<file path="src/rtl/trs_pkg.sv">
package trs_pkg;
  localparam int WORD_W = 32;

  localparam logic [11:0] OFS_DEPTH  = 12'h004;
  localparam logic [11:0] OFS_STAT   = 12'h00C;
  localparam logic [11:0] OFS_DRAIN  = 12'h010;
  localparam logic [11:0] OFS_RPTR   = 12'h014;
  localparam logic [11:0] OFS_WPTR   = 12'h018;
  localparam logic [11:0] OFS_TRGCNT = 12'h01C;
  localparam logic [11:0] OFS_CTRL   = 12'h020;
  localparam logic [11:0] OFS_MODE   = 12'h028;
  localparam logic [11:0] OFS_FLUSH  = 12'h304;

  localparam int CTRL_RUN_BIT   = 0;
  localparam int STAT_WRAP_BIT  = 0;
  localparam int STAT_TRIG_BIT  = 1;
  localparam int STAT_RDY_BIT   = 2;
  localparam int FLUSH_REQ_BIT  = 6;
  localparam int FLUSH_STOP_BIT = 12;

  localparam logic [WORD_W-1:0] EMPTY_WORD = '1;

  // next ring position
  function automatic int unsigned ring_next(int unsigned p, int unsigned depth);
    return (p == depth - 1) ? 0 : p + 1;
  endfunction

  // first entry to drain once capture halts
  function automatic int unsigned drain_base(logic wrapped, int unsigned wp);
    return wrapped ? wp : 0;
  endfunction

  // number of entries to drain once capture halts
  function automatic int unsigned drain_len(logic wrapped, int unsigned wp,
                                            int unsigned depth);
    return wrapped ? depth : wp;
  endfunction
endpackage

</file>
<file path="src/rtl/trs_ram.sv">
module trs_ram #(
  parameter int DW    = 32,
  parameter int DEPTH = 64,
  parameter int AW    = $clog2(DEPTH)
) (
  input  logic          clk,
  input  logic          we,
  input  logic [AW-1:0] waddr,
  input  logic [DW-1:0] wdata,
  input  logic [AW-1:0] raddr,
  output logic [DW-1:0] rdata
);
  logic [DW-1:0] mem [DEPTH];

  always_ff @(posedge clk) begin
    if (we) mem[waddr] <= wdata;
  end

  assign rdata = mem[raddr];
endmodule

</file>
<file path="src/rtl/trs_capture_ctrl.sv">
module trs_capture_ctrl #(
  parameter int CNT_W     = 32,
  parameter int FLUSH_LAT = 4
) (
  input  logic             clk,
  input  logic             rst_n,
  input  logic             ctrl_wr,
  input  logic             ctrl_run,
  input  logic             flush_wr,
  input  logic             flush_req,
  input  logic             flush_stop_bit,
  input  logic             trig_in,
  input  logic             accept,
  input  logic [CNT_W-1:0] trig_count,
  output logic             running,
  output logic             trig_seen,
  output logic             flush_busy,
  output logic             flush_stop_en,
  output logic             start_evt,
  output logic             stop_evt
);
  localparam int FCW = $clog2(FLUSH_LAT + 1);

  logic [CNT_W-1:0] post_left;
  logic [FCW-1:0]   flush_cnt;
  logic trig_hit, trig_stop, post_stop, flush_reload, flush_done, flush_stop, halt_req;

  always_comb begin
    start_evt    = ctrl_wr & ctrl_run;
    trig_hit     = running & trig_in & ~trig_seen & ~start_evt;
    trig_stop    = trig_hit & (trig_count == '0);
    post_stop    = running & trig_seen & accept & (post_left == CNT_W'(1));
    flush_reload = flush_wr & flush_req;
    flush_done   = flush_busy & (flush_cnt == FCW'(1)) & ~flush_reload;
    flush_stop   = flush_done & flush_stop_en;
    halt_req     = (ctrl_wr & ~ctrl_run) | trig_stop | post_stop | flush_stop;
    stop_evt     = running & ~start_evt & halt_req;
  end

  always_ff @(posedge clk or negedge rst_n) begin
    if (!rst_n) begin
      running   <= 1'b0;
      trig_seen <= 1'b0;
      post_left <= '0;
    end else begin
      if (start_evt)     running <= 1'b1;
      else if (stop_evt) running <= 1'b0;

      if (start_evt)     trig_seen <= 1'b0;
      else if (trig_hit) trig_seen <= 1'b1;

      if (trig_hit)
        post_left <= trig_count;
      else if (trig_seen && accept && post_left != '0)
        post_left <= post_left - CNT_W'(1);
    end
  end

  always_ff @(posedge clk or negedge rst_n) begin
    if (!rst_n) begin
      flush_busy    <= 1'b0;
      flush_cnt     <= '0;
      flush_stop_en <= 1'b0;
    end else begin
      if (flush_wr) flush_stop_en <= flush_stop_bit;
      if (flush_reload) begin
        flush_busy <= 1'b1;
        flush_cnt  <= FCW'(FLUSH_LAT);
      end else if (flush_busy) begin
        flush_cnt <= flush_cnt - FCW'(1);
        if (flush_done) flush_busy <= 1'b0;
      end
    end
  end
endmodule

</file>
<file path="src/rtl/trs_ring_ptrs.sv">
module trs_ring_ptrs
  import trs_pkg::*;
#(
  parameter int DEPTH = 64,
  parameter int AW    = $clog2(DEPTH)
) (
  input  logic          clk,
  input  logic          rst_n,
  input  logic          start_evt,
  input  logic          stop_evt,
  input  logic          accept,
  input  logic          pop,
  output logic [AW-1:0] wptr,
  output logic [AW-1:0] rptr,
  output logic          wrapped,
  output logic [AW:0]   avail
);
  localparam int CW = AW + 1;

  logic [AW-1:0] wptr_nxt;
  logic          wrap_nxt;

  always_comb begin
    wptr_nxt = accept ? AW'(ring_next(32'(wptr), DEPTH)) : wptr;
    wrap_nxt = wrapped | (accept & (wptr == AW'(DEPTH - 1)));
  end

  always_ff @(posedge clk or negedge rst_n) begin
    if (!rst_n) begin
      wptr    <= '0;
      rptr    <= '0;
      wrapped <= 1'b0;
      avail   <= '0;
    end else if (start_evt) begin
      wptr    <= '0;
      rptr    <= '0;
      wrapped <= 1'b0;
      avail   <= '0;
    end else begin
      wptr    <= wptr_nxt;
      wrapped <= wrap_nxt;
      if (stop_evt) begin
        // window fixed from the post-edge pointer so a final word is included
        rptr  <= AW'(drain_base(wrap_nxt, 32'(wptr_nxt)));
        avail <= CW'(drain_len(wrap_nxt, 32'(wptr_nxt), DEPTH));
      end else if (pop) begin
        rptr  <= AW'(ring_next(32'(rptr), DEPTH));
        avail <= avail - CW'(1);
      end
    end
  end
endmodule

</file>
<file path="src/rtl/trace_ring_sink.sv">
module trace_ring_sink
  import trs_pkg::*;
#(
  parameter int DEPTH     = 64,
  parameter int FLUSH_LAT = 4
) (
  input  logic        clk,
  input  logic        rst_n,
  input  logic        trace_valid,
  input  logic [31:0] trace_data,
  output logic        trace_ready,
  input  logic        trig_in,
  input  logic        reg_wr,
  input  logic        reg_rd,
  input  logic [11:0] reg_addr,
  input  logic [31:0] reg_wdata,
  output logic [31:0] reg_rdata
);
  localparam int AW = $clog2(DEPTH);

  logic              running, trig_seen, flush_busy, flush_stop_en;
  logic              start_evt, stop_evt, accept, pop, ready_flag;
  logic              ctrl_wr, flush_wr, trgcnt_wr;
  logic [WORD_W-1:0] trig_count, ram_q;
  logic [AW-1:0]     wptr, rptr;
  logic              wrapped;
  logic [AW:0]       avail;

  assign ctrl_wr     = reg_wr && reg_addr == OFS_CTRL;
  assign flush_wr    = reg_wr && reg_addr == OFS_FLUSH;
  assign trgcnt_wr   = reg_wr && reg_addr == OFS_TRGCNT;
  assign trace_ready = running;
  assign accept      = trace_valid & trace_ready;
  assign ready_flag  = ~running & ~flush_busy;
  assign pop         = reg_rd && reg_addr == OFS_DRAIN && !running && avail != '0;

  always_ff @(posedge clk or negedge rst_n) begin
    if (!rst_n)         trig_count <= '0;
    else if (trgcnt_wr) trig_count <= reg_wdata;
  end

  trs_capture_ctrl #(.CNT_W(WORD_W), .FLUSH_LAT(FLUSH_LAT)) u_ctrl (
    .clk            (clk),
    .rst_n          (rst_n),
    .ctrl_wr        (ctrl_wr),
    .ctrl_run       (reg_wdata[CTRL_RUN_BIT]),
    .flush_wr       (flush_wr),
    .flush_req      (reg_wdata[FLUSH_REQ_BIT]),
    .flush_stop_bit (reg_wdata[FLUSH_STOP_BIT]),
    .trig_in        (trig_in),
    .accept         (accept),
    .trig_count     (trig_count),
    .running        (running),
    .trig_seen      (trig_seen),
    .flush_busy     (flush_busy),
    .flush_stop_en  (flush_stop_en),
    .start_evt      (start_evt),
    .stop_evt       (stop_evt)
  );

  trs_ring_ptrs #(.DEPTH(DEPTH), .AW(AW)) u_ptrs (
    .clk       (clk),
    .rst_n     (rst_n),
    .start_evt (start_evt),
    .stop_evt  (stop_evt),
    .accept    (accept),
    .pop       (pop),
    .wptr      (wptr),
    .rptr      (rptr),
    .wrapped   (wrapped),
    .avail     (avail)
  );

  trs_ram #(.DW(WORD_W), .DEPTH(DEPTH), .AW(AW)) u_ram (
    .clk   (clk),
    .we    (accept & ~start_evt),
    .waddr (wptr),
    .wdata (trace_data),
    .raddr (rptr),
    .rdata (ram_q)
  );

  always_comb begin
    reg_rdata = '0;
    case (reg_addr)
      OFS_DEPTH:  reg_rdata = WORD_W'(DEPTH);
      OFS_STAT: begin
        reg_rdata[STAT_WRAP_BIT] = wrapped;
        reg_rdata[STAT_TRIG_BIT] = trig_seen;
        reg_rdata[STAT_RDY_BIT]  = ready_flag;
      end
      OFS_DRAIN:  reg_rdata = (!running && avail != '0) ? ram_q : EMPTY_WORD;
      OFS_RPTR:   reg_rdata = WORD_W'(rptr);
      OFS_WPTR:   reg_rdata = WORD_W'(wptr);
      OFS_TRGCNT: reg_rdata = trig_count;
      OFS_CTRL:   reg_rdata[CTRL_RUN_BIT] = running;
      OFS_MODE:   reg_rdata = '0;
      OFS_FLUSH: begin
        reg_rdata[FLUSH_REQ_BIT]  = flush_busy;
        reg_rdata[FLUSH_STOP_BIT] = flush_stop_en;
      end
      default:    reg_rdata = '0;
    endcase
  end
endmodule

</file>
<file path="config.mk">
export PLATFORM = sky130hd
export DESIGN_NAME = trace_ring_sink
export DESIGN_NICKNAME = d
export VERILOG_FILES = /design/src/rtl/trs_pkg.sv /design/src/rtl/trs_ram.sv /design/src/rtl/trs_capture_ctrl.sv /design/src/rtl/trs_ring_ptrs.sv /design/src/rtl/trace_ring_sink.sv
export SDC_FILE = /design/constraint.sdc
export NUM_CORES = 2
export LEC_CHECK = 0
export BUFFER_PORTS_ARGS = -buffer_cell sky130_fd_sc_hd__buf_2
export CAP_MARGIN = 5
export CORE_MARGIN = 1.5
export CORE_UTILIZATION = 60
export CTS_CLUSTER_DIAMETER = 40
export DETAILED_ROUTE_END_ITERATION = 6
export HOLD_SLACK_MARGIN = 0.05
export PLACE_DENSITY = 0.76
export SYNTH_ARGS = -nofsm -noshare
export SYNTH_HDL_FRONTEND = slang
export SYNTH_SLANG_ARGS = --single-unit
export TNS_END_PERCENT = 5
</file>
<file path="constraint.sdc">
create_clock -name clk -period 7.36 [get_ports clk]
set_input_delay 0.736 -clock clk [delete_from_list [all_inputs] [get_ports clk]]
set_output_delay 0.736 -clock clk [all_outputs]
set_load 0.02 [all_outputs]
</file>
Word level (Yosys, flattened, before mapping):

Memory sizes are Yosys's and may differ from the RTL's.
Index checks and enable logic that the tools add are counted.

* output and inout bits: 33
* ROM bits: 0
* memory bits (writable): 2048
* register bits after elaboration: 91
* memories kept: 1
* bits in latches: 0
* bits of input ports: 82

* eq/ne operators: 12
* shift operators: 0
* multiply operators: 0
* div/mod/pow operators: 0
* order comparisons: 0
* multiplexer cells: 34
* bitwise gates (word level): 29
* reduce and logical (&&, ||, !) cells: 18
* add/subtract/negate cells: 5

Memory list
* u_ram.mem: depth 64, bits a word 32, rd ports 1, clocked after Yosys merged registers in 0, write ports 1, line trs_ram.sv:13 `logic [DW-1:0] mem [DEPTH];`

Operators with widths (count)
* two-way mux 32 bit: 3
* == test 12 x 5 -> 1 bit (second input constant): 4
* two-way mux 6 bit: 8
* case mux 19 bit (2 select lines): 1
* == test 32 x 1 -> 1 bit (second input constant): 1
* zero test 32 bit: 1
* nonzero test 32 bit: 1
* subtractor 32 x 1 -> 32 bit (second input constant): 1
* two-way mux 7 bit: 4
* bitwise AND 1 bit: 19
* adder 6 x 1 -> 6 bit (second input constant): 2
* == test 12 x 10 -> 1 bit (second input constant): 1
* == test 12 x 3 -> 1 bit (second input constant): 1
* == test 12 x 4 -> 1 bit (second input constant): 1
* == test 12 x 6 -> 1 bit (second input constant): 1
* == test 6 bit (second input constant): 2
* case mux 3 bit (4 select lines): 1
* two-way mux 1 bit: 10
* case mux 2 bit (5 select lines): 1
* case mux 5 bit (2 select lines): 1
* logical AND 1 bit: 9
* nonzero test 2 bit: 4
* nonzero test 7 bit: 1
* subtractor 7 x 1 -> 7 bit (second input constant): 1
* 10 further kinds: 19

Longest topological paths before layout:

* depth after elaboration: 12
* mapped depth: 11
* depth with buffers taken out: 8

Hierarchy:

From an unflattened synthesis, not the netlist that was laid out.

* cell total of the unflattened synthesis: 3920
* area, all modules: 83696.5 µm²

Modules (own cells, without submodules)
* trs_ram: area each 77874.7 µm², seq. area each 61499.0 µm², cells an instance 3292, times used 1
* trs_capture_ctrl: area each 2567.5 µm², seq. area each 975.9 µm², cells an instance 293, times used 1
* trace_ring_sink: area each 2114.5 µm², seq. area each 800.8 µm², cells an instance 218, times used 1
* trs_ring_ptrs: area each 1139.8 µm², seq. area each 500.5 µm², cells an instance 117, times used 1

Worst setup path after synthesis:

Ideal clock, no wire load.

* path type: input -> register
* start point: input port reg_addr[2]
* end point: memory u_ram.mem[25][0], enable pin
* data required time: 6.939 ns
* setup slack: 3.598 ns
* cell stages on the path: 8
* arrival: 3.341 ns
* library setup time: 0.421 ns
* cells stage by stage: buf_2 nor4b_1 and4_1 nand2_1 nand2_1 or4_1 clkbuf_1 nor2_1

* word-level cells in the longest chain between the ends: 7

RTL lines
* start: declaration: line trace_ring_sink.sv:15 `input logic [11:0] reg_addr,`
* == test 12 x 6 -> 1 bit: line trace_ring_sink.sv:29 `assign ctrl_wr = reg_wr && reg_addr == OFS_CTRL;`
* logical AND 1 bit: line trace_ring_sink.sv:29
* bitwise AND 1 bit: line trs_capture_ctrl.sv:29 `start_evt = ctrl_wr & ctrl_run;`
* NOT 1 bit: line trace_ring_sink.sv:76 `.we (accept & ~start_evt),`
* bitwise AND 1 bit: line trace_ring_sink.sv:76
* two-way mux 1 bit: line trs_ram.sv:16 `if (we) mem[waddr] <= wdata;`
* two-way mux 1 bit (not written as such): line trs_ram.sv:16
* end: declaration: line trs_ram.sv:13

Every way passes these cells.

Final worst setup path:

* start point: register u_ptrs.rptr[1]
* end point: output port reg_rdata[12]

* word-level cells in the longest chain between the ends: 3

RTL lines
* start: declaration: line trs_ring_ptrs.sv:14 `output logic [AW-1:0] rptr,`
* start signal: assignment: line trs_ring_ptrs.sv:44 `rptr <= AW'(drain_base(wrap_nxt, 32'(wptr_nxt)));`
* start signal: assignment: line trs_ring_ptrs.sv:47 `rptr <= AW'(ring_next(32'(rptr), DEPTH));`
* memory read (64 x 32 bit)
* two-way mux 32 bit: line trace_ring_sink.sv:92 `OFS_DRAIN: reg_rdata = (!running && avail != '0) ? ram_q : EMPTY_WORD;`
* case mux 1 bit (3 select lines): line trace_ring_sink.sv:85 `case (reg_addr)`
* end: declaration: line trace_ring_sink.sv:17 `output logic [31:0] reg_rdata`

Every way passes these cells.

==> flow_summary.ini <==
[cts]
clk_latency_ns = 0.87
h-tree-depth = 4
clock_sinks = 2139
tritoncts = done
cts.repair.resized = 0
clk_path_buf_depth = 3
cts_buffers = 218
clock-root-buffer = clkbuf_16
path_clk_slew_ns = 0.06

[sta]
max_freq_mhz = 173
finalSetupTns_ns = 0
hold_viol = 0
finClkSkew_ns = 0.0319
fin_crit_sh_pct = 78.5
worstMarginPinSlew_ns = 1.58
setup_violations = 0
max_slew_margin_pct = -6.46
slew_violations = 5
rsz0062_at_grt = false
min_period_ns = 5.78
layout_setup_ws_ns = 1.58

[finish]
multi_input_area_um2 = 18600
drive_above_1_share_pct = 26.1
nFillCells = 8137
final_util_pct = 68.1
area_growth_pct = 12.8
nets = 4279
layout.area.seq_um2 = 63800

[drt]
wl_um = 228000
drtPass1Iterations = 7
viasPerCell = 7.24
drtAntennaViolNets = 0
drcViolationCount = 6
dr_total_vias = 44800
drt_iter0_drc = 7057
avgRoutedWirePerCell_um = 36.9

[power_and_ir_drop]
p_switching_mw = 5.04
p_total_mw = 24.7
combinationalPowerShare_pct = 1.3
intPower_mw = 19.7
p_clk_share_pct = 44.7
powerDensity_nw_per_um2 = 264
swShare_pct = 20.4
leakage_nw = 28.9
seq_power_share_pct = 54.0
peakVddDrop_v = 0.000269

[critical_path]
endpoint = reg_rdata[12]
r2r_slack_ns = 3.36
crit_fanout = 71
cp.arrival_ns = 5.04
required_ns = 6.62
worstSetupEndpointType = primary output
reg2reg_from = u_ctrl.running
critPathKind = flip-flop to primary output
start_kind = flip-flop
r2r_end = u_ram.mem[36][19]
crit_start = u_ptrs.rptr[1]
rr_worst_depth = 4

[floorplan]
dieArea_um2 = 141000
fp.dieW_um = 375
rows = 136
die_h_um = 375
start_util_pct = 60.4
io_pins = 115
core_area_um2 = 137000

[logic_synthesis]
ys_types = 73
synth_cells = 3960
yosysMostFrequentCell = edfxtp_1
syn-num-nets = 4050
ys_top_cells_by_area = edfxtp_1 74%, mux4_2 13%, dfrtp_1 2.7%, a22oi_1 2.0%, mux2i_1 0.92%
ys.warnings.count = 0
synthArstFlopShare_pct = 4.25
synth_edf_count = 2048
syn-cell-area_um2 = 83000
synth_seq_area_share_pct = 76.9
ys_top_cells_by_count = 2048 x edfxtp_1, 486 x mux4_2, 224 x a22oi_1
synth-main-ff-cell = edfxtp_1
synth_area_per_cell_um2 = 20.9
synth_top_area_share_pct = 74.1
synth_top_cell_by_area = edfxtp_1
ys_ff_latch = 2139

[run]
max_cap_violations = 3

[placed_design]
dp_slack_ns = 2.65
hpwl_um = 118000
portBuffers = 114
gp_congestion = 0.955

[worst_hold_path]
hp-class = input port to flip-flop

[global_route]
grt_max_degree = 133
track_usage_pct = 32.7
antenna_found_initial = 14
grt_pass1_wl_um = 322000
grt_pass1_vias = 44200
grt_overflow = 0

[outcome]
violations = DRC, capacitance limit, slew limit
status = finished, violations left
## through the flow
stage,instances,hold slack (ns),cell area [µm²]
2_1_floorplan,3960,0.440,83000
3_3_place_gp,5761,0.512,86300
3_5_place_dp,5761,0.514,86300
4_1_cts,6171,0.0616,93500
5_1_grt,6172,0.0795,93500
6_report,6181,0.100,93600
## layout make-up
| type | instances | share of cell area, % |
|---|---|---|
| sequential | 2139 | 68.2 |
| multi-input combinational | 1579 | 19.9 |
| clock buffer | 274 | 6.20 |
| tap | 1794 | 2.40 |
| timing repair buffer | 237 | 1.76 |
| clock inverter | 135 | 1.48 |
| inverter | 14 | 0.0562 |
| antenna | 9 | 0.0241 |
## cell families after synthesis
group / after synthesis / share of synthesized area [%]
simple gates: 481 / 2.87
mux: 598 / 14.6
buf+inv: 242 / 1.32
xor+xnor: 17 / 0.179
compound gates: 475 / 4.03
flops: 2139 / 76.9
fa+ha+maj: 8 / 0.121
## sequential cells by signal, summed over array words and instances, names as in the netlist, 3 cells and up
name,count
u_ptrs.wptr,6
u_ptrs.rptr,6
trig_count,32
u_ram.mem,2048
u_ctrl.flush_cnt,3
u_ptrs.avail,7
u_ctrl.post_left,32
## how the worst min path moves through the flow
stage	startpoint	to	slack [ns]	depth (start not counted)
after detailed placement	u_ctrl.post_left[30]	u_ctrl.post_left[30]	0.51	1
after global placement	u_ctrl.flush_cnt[2]	u_ctrl.flush_cnt[2]	0.51	2
final	reg_wdata[25]	trig_count[25]	0.10	2
after CTS	reg_wdata[29]	trig_count[29]	0.06	2
after floorplan	rst_n	trig_count[0]	0.44	0
after global routing	reg_wdata[19]	trig_count[19]	0.08	2
## power groups by stage
stage | registers (mW) | clock network, mW | logic [mW]
after floorplan | 13.6 | 0 | 0.0748
after global routing | 13.3 | 11.6 | 0.340
final | 13.4 | 11.0 | 0.322
after detailed placement | 13.6 | 0 | 0.314
after global placement | 13.6 | 0 | 0.300
after CTS | 13.4 | 11.1 | 0.317
## layer usage
layer	vias to the layer above	GRT usage (%)	part of all wire [%]
li1	17200	-	-
met1	23200	44.5	35
met2	3781	50.7	47
met3	579	8.72	13
met4	12	14.0	4.7
met5	-	0	0.031
## worst max-delay path, stage by stage (launching register included)
cell	delay [ns]
dfrtp_4	0.93
buf_4	0.92
mux4_2	0.43
a22o_1	0.20
a221oi_1	0.72
o22ai_1	0.27
a211oi_1	0.33
o21ai_1	0.15
buf_2	0.19
## layout by cell type (no fill, tap or decap), types with 13 or more instances in the layout
cell type	instances
nor4_1	18
nor3_1	41
a22oi_1	224
clkbuf_16	223
o21ai_1	25
clkinv_4	14
bufinv_16	18
mux4_2	486
clkinvlp_4	14
mux2_1	34
clkbuf_1	48
nor2_1	46
mux2i_1	76
edfxtp_1	2048
nor2_4	66
a21oi_1	79
buf_2	113
buf_4	110
nand4_1	13
a31oi_1	16
dfrtp_1	88
inv_6	19
o21ai_0	23
nand2_1	113
or3_1	18
clkinv_2	22
nand3_1	96
clkinv_1	37
## what timing repair did
action | CTS | global route
hold buffers | 1 | 0
buffers inserted | 0 | 0
hold endpoints to repair | 29 | 0
(Power assumes the default switching activity.)
